--- src/rtl/fpg_pkg.sv ---
// Shared types for the framed test-pattern generator.
package fpg_pkg;
    // Payload source selection; code 3 behaves like PL_PRBS.
    typedef enum logic [1:0] {
        PL_WORD = 2'd0,
        PL_PRBS = 2'd1,
        PL_CID  = 2'd2,
        PL_RSVD = 2'd3
    } pl_mode_e;
endpackage

--- src/rtl/fpg_geom_ctr.sv ---
// Frame geometry counters: bit, byte, line and frame position.
// Assumes the geometry inputs are steady while run is high and that
// line_bytes, lines and frames are non-zero. Holds at zero while idle.
module fpg_geom_ctr #(
    parameter int LB_W = 16,
    parameter int LN_W = 5,
    parameter int FR_W = 14
) (
    input  logic            clk,
    input  logic            rst_n,
    input  logic            run,
    input  logic [LB_W-1:0] line_bytes,
    input  logic [LB_W-1:0] oh_bytes,
    input  logic [LN_W-1:0] lines,
    input  logic [FR_W-1:0] frames,
    output logic [2:0]      bit_idx,
    output logic            in_oh,
    output logic            line_first,
    output logic            frame_first,
    output logic            byte_last,
    output logic            line_last,
    output logic            frame_last,
    output logic            seq_last
);
    localparam logic [LB_W-1:0] LB_ONE = LB_W'(1);
    localparam logic [LN_W-1:0] LN_ONE = LN_W'(1);
    localparam logic [FR_W-1:0] FR_ONE = FR_W'(1);

    logic [2:0]      bit_q;
    logic [LB_W-1:0] byte_q;
    logic [LN_W-1:0] line_q;
    logic [FR_W-1:0] frame_q;

    // Position decode: the end of each level and the start markers.
    always_comb begin
        bit_idx     = bit_q;
        in_oh       = byte_q < oh_bytes;
        byte_last   = bit_q == 3'd7;
        line_last   = byte_last && (byte_q == line_bytes - LB_ONE);
        frame_last  = line_last && (line_q == lines - LN_ONE);
        seq_last    = frame_last && (frame_q == frames - FR_ONE);
        line_first  = (bit_q == 3'd0) && (byte_q == '0);
        frame_first = line_first && (line_q == '0);
    end

    // Advance the nested counters by one bit each running cycle.
    always_ff @(posedge clk) begin
        if (!rst_n || !run) begin
            bit_q   <= '0;
            byte_q  <= '0;
            line_q  <= '0;
            frame_q <= '0;
        end else begin
            bit_q <= bit_q + 3'd1;
            if (byte_last) begin
                if (line_last) begin
                    byte_q <= '0;
                    if (frame_last) begin
                        line_q  <= '0;
                        frame_q <= seq_last ? '0 : frame_q + FR_ONE;
                    end else begin
                        line_q <= line_q + LN_ONE;
                    end
                end else begin
                    byte_q <= byte_q + LB_ONE;
                end
            end
        end
    end

    // a line end is followed by a line start.
    a_r2_line_follows: assert property (@(posedge clk) disable iff (!rst_n)
        run && line_last |=> !run || line_first);

    // a line with overhead opens in overhead.
    a_r4_oh_leads: assert property (@(posedge clk) disable iff (!rst_n)
        run && line_first && (oh_bytes != '0) |-> in_oh);
endmodule

--- src/rtl/fpg_prbs7.sv ---
// 2^7-1 pseudo-random source, polynomial x^7+x^6+1.
// Reseeds to all ones while reseed is high and steps when step is high.
// The output is the oldest stage.
module fpg_prbs7 (
    input  logic clk,
    input  logic rst_n,
    input  logic reseed,
    input  logic step,
    output logic bit_out
);
    logic [6:0] s_q;

    // Shift register with the feedback tap at stages 7 and 6.
    always_ff @(posedge clk) begin
        if (!rst_n || reseed) begin
            s_q <= 7'h7F;
        end else if (step) begin
            s_q <= {s_q[5:0], s_q[6] ^ s_q[5]};
        end
    end

    assign bit_out = s_q[6];

    // the register never reaches the all-zero lock-up state.
    a_r7_no_lockup: assert property (@(posedge clk) disable iff (!rst_n)
        1'b1 |=> s_q != 7'h00);
endmodule

--- src/rtl/fpg_frame_gen.sv ---
// Framed test-pattern generator top.
// Overhead comes from an external word memory. Payload comes from the
// memory, from a PRBS7, or from a run of identical bits followed by PRBS7.
// Assumes the memory read is combinational, so mem_data follows mem_addr
// within the same cycle.
module fpg_frame_gen
    import fpg_pkg::*;
#(
    parameter int LB_W   = 16,
    parameter int LN_W   = 5,
    parameter int FR_W   = 14,
    parameter int CID_W  = 18,
    parameter int MEM_AW = 12
) (
    input  logic              clk,
    input  logic              rst_n,
    input  logic              run,
    input  logic [1:0]        pl_mode,
    input  logic [LB_W-1:0]   line_bytes,
    input  logic [LB_W-1:0]   oh_bytes,
    input  logic [LN_W-1:0]   lines_per_frame,
    input  logic [FR_W-1:0]   frame_count,
    input  logic [CID_W-1:0]  cid_bits,
    input  logic              cid_value,
    input  logic              alt_en,
    input  logic              alt_sel,
    output logic [MEM_AW:0]   mem_addr,
    input  logic [7:0]        mem_data,
    output logic              ser_out,
    output logic              ovh_flag,
    output logic              pay_flag,
    output logic              line_flag,
    output logic              frame_flag,
    output logic              pat_b
);
    localparam logic [MEM_AW-1:0] PTR_ONE = MEM_AW'(1);
    localparam logic [CID_W-1:0]  CID_ONE = CID_W'(1);

    pl_mode_e        mode;
    logic            go;
    logic [2:0]      bit_idx;
    logic            in_oh, line_first, frame_first;
    logic            byte_last, line_last, frame_last, seq_last;
    logic            from_mem, cid_phase, use_prbs, prbs_bit, raw_bit;
    logic [MEM_AW-1:0] ptr_q;
    logic            bank_q;
    logic [CID_W-1:0] pl_cnt_q;

    assign mode = pl_mode_e'(pl_mode);
    assign go   = run && rst_n;

    fpg_geom_ctr #(.LB_W(LB_W), .LN_W(LN_W), .FR_W(FR_W)) u_geom (
        .clk        (clk),
        .rst_n      (rst_n),
        .run        (run),
        .line_bytes (line_bytes),
        .oh_bytes   (oh_bytes),
        .lines      (lines_per_frame),
        .frames     (frame_count),
        .bit_idx    (bit_idx),
        .in_oh      (in_oh),
        .line_first (line_first),
        .frame_first(frame_first),
        .byte_last  (byte_last),
        .line_last  (line_last),
        .frame_last (frame_last),
        .seq_last   (seq_last)
    );

    fpg_prbs7 u_prbs (
        .clk    (clk),
        .rst_n  (rst_n),
        .reseed (!run),
        .step   (go && use_prbs),
        .bit_out(prbs_bit)
    );

    // Pick the source of the current bit.
    always_comb begin
        from_mem  = in_oh || (mode == PL_WORD);
        cid_phase = !in_oh && (mode == PL_CID) && (pl_cnt_q < cid_bits);
        use_prbs  = !from_mem && !cid_phase;
        if (from_mem)       raw_bit = mem_data[3'd7 - bit_idx];
        else if (cid_phase) raw_bit = cid_value;
        else                raw_bit = prbs_bit;
    end

    // Memory pointer: one step per memory byte, cleared at sequence end.
    always_ff @(posedge clk) begin
        if (!rst_n || !run)                ptr_q <= '0;
        else if (seq_last)                 ptr_q <= '0;
        else if (byte_last && from_mem)    ptr_q <= ptr_q + PTR_ONE;
    end

    // Pattern bank: sampled while idle and on the last bit of a frame.
    always_ff @(posedge clk) begin
        if (!rst_n)                        bank_q <= 1'b0;
        else if (!run || frame_last)       bank_q <= alt_en && !alt_sel;
    end

    // Payload bit index within the line, used for the identical-bit run.
    always_ff @(posedge clk) begin
        if (!rst_n || !run || line_last)   pl_cnt_q <= '0;
        else if (!in_oh && pl_cnt_q != '1) pl_cnt_q <= pl_cnt_q + CID_ONE;
    end

    // Output drive, forced low while idle or in reset.
    always_comb begin
        mem_addr   = {bank_q, ptr_q};
        ser_out    = go && raw_bit;
        ovh_flag   = go && in_oh;
        pay_flag   = go && !in_oh;
        line_flag  = go && line_first;
        frame_flag = go && frame_first;
        pat_b      = bank_q;
    end

    // exactly one bit class is flagged while running.
    a_r4_one_class: assert property (@(posedge clk) disable iff (!rst_n)
        run |-> $onehot({ovh_flag, pay_flag}));

    // the pattern bank moves only on a frame start.
    a_r9_bank_at_frame: assert property (@(posedge clk) disable iff (!rst_n)
        run && $past(run) && !frame_flag |-> $stable(pat_b));
endmodule

--- config.mk ---
export PLATFORM = sky130hd
export DESIGN_NAME = fpg_frame_gen
export DESIGN_NICKNAME = d
export VERILOG_FILES = /design/src/rtl/fpg_pkg.sv /design/src/rtl/fpg_geom_ctr.sv /design/src/rtl/fpg_prbs7.sv /design/src/rtl/fpg_frame_gen.sv
export SDC_FILE = /design/constraint.sdc
export NUM_CORES = 1
export LEC_CHECK = 0
export BUFFER_PORTS_ARGS = -buffer_cell sky130_fd_sc_hd__clkbuf_2
export CORE_MARGIN = 2
export CORE_UTILIZATION = 45
export DETAILED_ROUTE_END_ITERATION = 16
export PLACE_DENSITY = 0.67
export SKIP_LAST_GASP = 1
export SYNTH_ARGS = -nofsm -noshare
export SYNTH_HDL_FRONTEND = slang
export SYNTH_HIERARCHICAL = 1
export SYNTH_SLANG_ARGS = --single-unit
--- constraint.sdc ---
create_clock -name clk -period 3.6 [get_ports clk]
set_clock_uncertainty 0.15 [all_clocks]
set_input_delay 0.54 -clock clk [delete_from_list [all_inputs] [get_ports clk]]
set_output_delay 0.54 -clock clk [all_outputs]
set_load 0.005 [all_outputs]
==> metrics.md, run 1 <==
| Metric | Value |
|---|---|
| Outcome | finished clean |
| Maximum vdd drop | 0.185 mV |
| Final Max Tran Viols | 0 |
| Power Dens Cells | 301 nW/um2 |
| Routed Antenna Nets | 0 |
| Vias in the first global route | ~5600 |
| Reg area | roughly 1500 um2 |
| CTS H-tree depth | 3 |
| Clock Latency Late Sink | 340 ps |
| Startpoint Class | register |
| Yosys top cell by area | dfxtp_1 |
| Clock buffer depth | 2 |
| CTS Root Cell | clkbuf_16 |
| Total global routing overflow | 0 |
| Reg-to-reg slack, setup | 560 ps |
| Setup-failing EPs final | 0 |
| Slew Limit Headroom | 46.1% |
| Ys flop type | dfxtp_1 |
| Via density | 5.64 |
| Final wirelength | approximately 15000 um |
| Die width | between 100 and 150 um |
| Share of layout cells above drive strength 1 | 23.8% |
| Nets@finish | 978 |
| Synth Instances | around 730 |
| Critical path fanouts, max | 5 |
| Seq/Total Area, Yosys | between 20% and 30% |
| Layout area overhead | 22.0% |
| CTS Hold Bufs | 0 |
| Critical path type | reg -> out |
| Share of the synthesized area in the top cell type | about a quarter |
| Fraction of registers with async set/reset | 0% |
| Leakage Power | ~3.1 nW |
| Reg2Reg Depth | 9 |
| Number of remaining DRC errors | 0 |
| Inst Count DP | 1010 |
| Final std cells w/o fill | around 1000 |
| CORE AREA | 12800 um2 |
| MaxCap Viol Count | 0 |
| Routed via count | 5777 |
| Synth area leaders | dfxtp_1 (26%), ha_1 (9.5%), xnor2_1 (5.6%) |
| CP endpoint kind | output pin |
| CTS Buf Count | 9 |
| CTS clk-pin slew, worst paths | roughly 60 ps |
| Clock Sinks | 76 |
| CP required | 2910 ps |
| Top cells by count, synth | dfxtp_1 (76), nor2_1 (70), inv_1 (59), ha_1 (45), nand2_1 (43) |
| Starting Density | between 40% and 50% |
| Fillers | 1138 |
| Pre-Repair DR Iteration Count | 5 |
| WHS Path Cells | 2 |
| Worst Max-Slew Pin Slew | 807 ps |
| First-pass GRT wire length | 25900 um |
| N_diodes | 0 |
| Area of the multi-input gates | 4130 um2 |
| Initial DRC Count | between 300 and 400 |
| Crit path DAT | 2770 ps |
| Unique masters post-synth | between 70 and 80 |
| PortBufs | 103 |
| Total GRT Usage | 22.1% |
| Number of synthesized register bits | 76 |
| Setup repair bufs after CTS | 0 |
| Number of enable flip-flop cells after synthesis | 0 |
| Die area | 14100 um2 |
| Max Clk Rate | 289 MHz |
| Avg WL per Cell | 15.0 um |
| WHS Endpoint | u_prbs/s_q[2]$_SDFFE_PP1P_ |
| Post-synth net total | 859 |
| Total chip power | 2.18 mW |
| Initial antenna violation count | 0 |
| RR Endpoint | u_geom/frame_q[12]$_SDFFE_PP0P_ |
| Top-count cell post-synth | dfxtp_1 |
| GP Congestion | 0.952 |
| FP Rows | 41 |
| CTS tree | built |
| Die height | ~120 um |
| Pin count of the biggest net entering global routing | 32 |
| Synthesized area per cell | around 8.2 um2 |
| Share of the clock period used by the worst path | around 96% |
| I/O pin cnt | 104 |
| Synth warn | 6 |
| Hpwl dp | 12000 um |
| Synthesized area | 5940 um2 |
| Hold Violations, Final | 0 |
| HP Class | reg -> reg |
| Startpoint of the worst register-to-register path | u_geom/byte_q[6]$_SDFFE_PP0P_ |
| Hold_sp | u_prbs/s_q[2]$_SDFFE_PP1P_ |
| Tmin final | around 3500 ps |
[timing repair]
item | in CTS | in global routing
pin swaps | 4 | 6
gates resized for setup | 7 | 13
setup endpoints to repair | 1 | 1
cloned | 0 | 0
endpoints found under the hold margin | 0 | 0
[where the power goes]
part           switching (mW)  leakage, nW  internal, mW  total (mW)
Sequential            0.00255        0.614         0.842       0.844
Clock                   0.365        0.172         0.746        1.11
Combinational           0.125         2.30         0.103       0.228
Total                   0.493         3.09          1.69        2.18
[kinds of logic after synthesis]
family,after synthesis,share of synthesized area [%]
XOR/XNOR,72,10.6
multiplexers,17,3.35
AND/OR/NAND/NOR,292,27.9
AO/OA/AOI/OAI,136,16.6
adder cells (fa/ha/maj),45,9.48
buffers and inverters,91,6.46
flip-flops,76,25.6
[metrics by stage]
stage          util (%)  setup TNS (ps)  worst slack, ps  hold WS (ps)  instance area, um2
6_report           56.8               0              144           323                7250
5_1_grt            56.8           -36.2            -36.2           353                7250
4_1_cts            56.3               0             13.8           328                7190
3_5_place_dp       53.3            -100             -100           311                6810
3_3_place_gp       53.3           -31.2            -31.2           308                6810
2_1_floorplan         -               0             61.0           291                5950
[cell usage in the layout (no fill, tap or decap), types with 9 or more instances in the layout]
cell type,Yosys,layout
a211oi_1,19,17
a21o_1,15,15
a21oi_1,17,16
buf_4,1,36
clkbuf_16,0,9
clkbuf_2,1,102
dfxtp_1,76,73
ha_1,45,44
inv_1,59,59
mux2i_1,12,12
nand2_1,43,43
nand2b_1,9,9
nand3_1,28,28
nand4_1,31,31
nor2_1,70,70
nor3_1,18,18
o21ai_0,23,21
o31ai_1,11,11
or3_1,14,14
or4_1,15,15
xnor2_1,38,38
xor2_1,34,34
[how the worst max path moves through the flow]
stage                                    from               endpoint  slack, ps  cells past startpoint
2_1_floorplan                   line_bytes[0]  ptr_q[0]$_SDFFE_PP0P_         60                     15
3_3_place_gp                      oh_bytes[1]                ser_out        -30                     16
3_5_place_dp                      oh_bytes[1]                ser_out       -100                     16
4_1_cts         u_geom/byte_q[1]$_SDFFE_PP0P_                ser_out         10                     13
5_1_grt         u_geom/byte_q[1]$_SDFFE_PP0P_                ser_out        -40                     12
6_report       u_geom/byte_q[11]$_SDFFE_PP0P_                ser_out        140                     10
[critical path, cell delays in order, from the launching register on]
cell and delay (ps):
dfxtp_4 370, ha_1 290, nand4_1 160, nor4_4 310, a21oi_4 140, nor4b_4 240, o21ai_1 100, a221o_1 290
a21o_1 180, a211oi_2 190, buf_2 150
[area by class of cell]
type                            count  share of cell area (%)
Tap cell                          172                    2.97
Sequential cell                    76                    21.1
Clock buffer                        9                    3.11
Clock inverter                      6                    1.88
Timing Repair Buffer              140                    11.0
Inverter                           59                    3.05
Multi-Input combinational cell    562                    56.9
[layer usage]
metal  GRT usage [%]  up-vias  share of wire (%)
met5               0        -                  0
met4            6.85        0                1.4
met3            4.26       18                5.2
met2            37.7      177                 48
met1            28.0     2686                 45
li1                -     2896                  -
[flip-flops by register name (all words and copies together) (netlist names)]
signal and flops:
ptr_q 12, u_geom/line_q 5, u_geom/bit_idx 3, pl_cnt_q 18, u_geom/frame_q 14, u_geom/byte_q 16
u_prbs/s_q 7, pat_b 1
Power figures use the tool's default switching activity.
==> run 2: changes to the inputs <==
- ABC_AREA: not set -> 1
- PLACE_DENSITY: 0.67 -> 0.66
==> run 2 against run 1 <==
Net effect: cell area is 4.1% higher; fmax grew 3.2%; sequential share of layout area fell by 0.83 points; clock power decreased by 24%; power down 11%; critical path type unchanged; critical endpoint unchanged; largest cell class unchanged.
==> metrics.md, run 2 <==
| Metric | Value |
|---|---|
| Clock buffer depth | 2 (unchanged) |
| Die area | 15500 um2 (was 14100 um2) |
| Synthesized area | 6550 um2 (was 5940 um2) |
| Seq/Total Area, Yosys | 23.2% (was 25.6%) |
| Largest Register | pl_cnt_q (unchanged) |
| Die height | 125 um (was 119 um) |
| Startpoint Class | register (unchanged) |
| MaxCap Viol Count | 0 (unchanged) |
| Top cells by count, synth | nand2_1 (295), inv_1 (177), nor2_1 (119), dfxtp_1 (76), nand3_1 (69) (was dfxtp_1 (76), nor2_1 (70), inv_1 (59), ha_1 (45), nand2_1 (43)) |
| I/O pin cnt | 104 (unchanged) |
| Crit path DAT | 2660 ps (was 2770 ps) |
| PortBufs | 103 (unchanged) |
| Pre-Repair DR Iteration Count | 6 (was 5) |
| Startpoint of the worst register-to-register path | u_geom/byte_q[9]$_SDFFE_PP0P_ (was u_geom/byte_q[6]$_SDFFE_PP0P_) |
| Avg WL per Cell | 11.8 um (was 15.0 um) |
| FP Rows | 44 (was 41) |
| Design area | 7550 um2 (was 7250 um2) |
| Maximum vdd drop | 0.167 mV (was 0.185 mV) |
| Post-synth net total | 1188 (was 859) |
| Yosys top cell by area | dfxtp_1 (unchanged) |
| Die width | 125 um (was 119 um) |
| Synth warn | 6 (unchanged) |
| Critical path fanouts, max | 5 (unchanged) |
| Unique masters post-synth | 46 (was 79) |
| Final wirelength | 16000 um (was 15300 um) |
| Via density | 4.85 (was 5.64) |
| Routed via count | 6585 (was 5777) |
| CTS Buf Count | 9 (unchanged) |
| WHS Path Cells | 3 (was 2) |
| CTS Root Cell | clkbuf_16 (unchanged) |
| Critical path type | reg -> out (unchanged) |
| Tmin final | 3350 ps (was 3460 ps) |
| WHS Endpoint | pat_b$_SDFFE_PN0P_ (was u_prbs/s_q[2]$_SDFFE_PP1P_) |
| First-pass GRT wire length | 26900 um (was 25900 um) |
| Layout area overhead | 15.3% (was 22.0%) |
| CTS tree | built (unchanged) |
| Top-count cell post-synth | nand2_1 (was dfxtp_1) |
| Placed inst area | 7250 um2 (was 6810 um2) |
| CP endpoint kind | output pin (unchanged) |
| Total GRT Usage | 20.9% (was 22.1%) |
| CTS H-tree depth | 3 (unchanged) |
| Pin count of the biggest net entering global routing | 19 (was 32) |
| Most frequent cells in the layout | nand2_1 (295), inv_1 (177), nor2_1 (119) (was clkbuf_2 (102), dfxtp_1 (73), nor2_1 (70)) |
| Fillers | 1476 (was 1138) |
| Clock Latency Late Sink | 340 ps (about the same) |
| Routed Antenna Nets | 0 (unchanged) |
| N_diodes | 0 (unchanged) |
| Starting Density | 45.6% (was 46.5%) |
| Power Dens Cells | 256 nW/um2 (was 301 nW/um2) |
| Synth area leaders | dfxtp_1 (23%), nand2_1 (17%), inv_1 (10%) (was dfxtp_1 (26%), ha_1 (9.5%), xnor2_1 (5.6%)) |
| Worst Max-Slew Pin Slew | 423 ps (was 807 ps) |
| Slew Limit Headroom | 71.6% (was 46.1%) |
| Most common cell after layout, fill and taps aside | nand2_1 (was clkbuf_2) |
| Fin worst setup slack | 251 ps (was 144 ps) |
| Dpl ws | 288 ps (was -100 ps) |
| CP required | 2910 ps (about the same) |
| Share of layout cells above drive strength 1 | 17.9% (was 23.8%) |
| Initial antenna violation count | 0 (unchanged) |
| Synthesized area per cell | 6.19 um2 (was 8.15 um2) |
| Final Max Tran Viols | 0 (unchanged) |
| Hpwl dp | 12900 um (was 12000 um) |
| HP Class | in -> reg (was reg -> reg) |
| Clock Sinks | 76 (unchanged) |
| Reg-to-reg slack, setup | 660 ps (was 560 ps) |
| Nets@finish | 1300 (was 978) |
| Max FFs per register | 18 (unchanged) |
| Largest regs | pl_cnt_q: 18 flops, u_geom/byte_q: 16 flops, u_geom/frame_q: 14 flops (unchanged) |
| Reg2Reg Depth | 15 (was 9) |
| Total global routing overflow | 0 (unchanged) |
| CTS clk-pin slew, worst paths | 60 ps (about the same) |
| Max Clk Rate | 299 MHz (was 289 MHz) |
| Number of remaining DRC errors | 0 (unchanged) |
| Vias in the first global route | 5898 (was 5627) |
| Initial DRC Count | 300 (was 372) |
| Outcome | finished clean (unchanged) |
| CORE AREA | 14400 um2 (was 12800 um2) |
| Synth Instances | 1058 (was 729) |
| Number of enable flip-flop cells after synthesis | 0 (unchanged) |
| Ys flop type | dfxtp_1 (unchanged) |
| Leakage Power | 3.73 nW (was 3.09 nW) |
| Share of the synthesized area in the top cell type | 23.2% (was 25.6%) |
| Hold WS | 289 ps (was 323 ps) |
| Setup-failing EPs final | 0 (unchanged) |
| Number of synthesized register bits | 76 (unchanged) |
| RR Endpoint | ptr_q[9]$_SDFFE_PP0P_ (was u_geom/frame_q[12]$_SDFFE_PP0P_) |
| GP Congestion | 0.878 (was 0.952) |
| Share of the clock period used by the worst path | 93.0% (was 96.0%) |
| Fraction of registers with async set/reset | 0% (unchanged) |
| Hold_sp | alt_en (was u_prbs/s_q[2]$_SDFFE_PP1P_) |
| Hold Violations, Final | 0 (unchanged) |
==> run 2: per-layer routing <==
metal / routed length, um / GRT usage [%]
met1: 7730 / 28.0
met2: 7250 / 34.0
met3: 624 / 2.75
met4: 366 / 8.39
met5: 0 / 0
==> run 2: through the flow <==
stage | total power, mW | std cells | setup TNS [ps] | util, %
2_1_floorplan | 1.02 | 1058 | 0 | -
3_3_place_gp | 1.11 | 1342 | 0 | 50.4
3_5_place_dp | 1.11 | 1342 | 0 | 50.4
4_1_cts | 1.96 | 1358 | 0 | 52.3
5_1_grt | 2.03 | 1359 | -4.88 | 52.5
6_report | 1.94 | 1359 | 0 | 52.5
==> run 2: layout make-up <==
type | count | area (um2) | share of cell area, %
flip-flops and latches | 76 | 1530 | 20.2
clock buffers | 12 | 246 | 3.27
inverters | 188 | 709 | 9.40
well taps | 184 | 230 | 3.05
multi-input cells | 785 | 4240 | 56.2
clock inverters | 4 | 25.0 | 0.332
repair buffers | 110 | 568 | 7.53
==> run 2: where the power goes <==
group          internal (mW)  switching (mW)  leakage (nW)
combinational          0.101           0.148          2.98
sequential             0.843         0.00287         0.615
clock                  0.484           0.357         0.129
==> run 2: cell families (layout without fill, tap and decap cells) <==
| group | Yosys count | count (layout) | synth area share (%) |
|---|---|---|---|
| AOI/OAI and AO/OA | 102 | 102 | 8.81 |
| buffers and inverters | 197 | 314 | 12.2 |
| adders and majority gates | 45 | 45 | 8.60 |
| and+or+nand+nor | 602 | 602 | 42.1 |
| xor gates and xnor gates | 36 | 36 | 5.03 |
| DFF | 76 | 76 | 23.2 |
==> run 2: worst max path at each step <==
stage / from / endpoint / slack, ps
5_1_grt: u_geom/byte_q[9]$_SDFFE_PP0P_ / ser_out / -5
2_1_floorplan: oh_bytes[1] / ser_out / 750
3_5_place_dp: oh_bytes[1] / ser_out / 290
4_1_cts: u_geom/byte_q[10]$_SDFFE_PP0P_ / ser_out / 180
3_3_place_gp: oh_bytes[1] / ser_out / 350
6_report: u_geom/byte_q[11]$_SDFFE_PP0P_ / ser_out / 250
==> run 2: critical path, cell delays in order, from the launching register on <==
cell and delay (ps):
dfxtp_2 360, ha_1 300, inv_1 70, nor3_2 170, a211oi_1 70, o221ai_1 230, a21oi_2 110, inv_2 120
nand2_1 60, nor2_1 130, nand2_1 60, nor2_1 90, nand3_1 90, o21ai_0 170, nand3_1 80, nand2_1 70
inv_1 40, clkbuf_2 100
==> run 2: repair_timing <==
action / CTS / global route
hold buffers: 0 / 0
setup buffers: 0 / 1
endpoints found under the setup margin: 0 / 1
gates resized for setup: 0 / 9
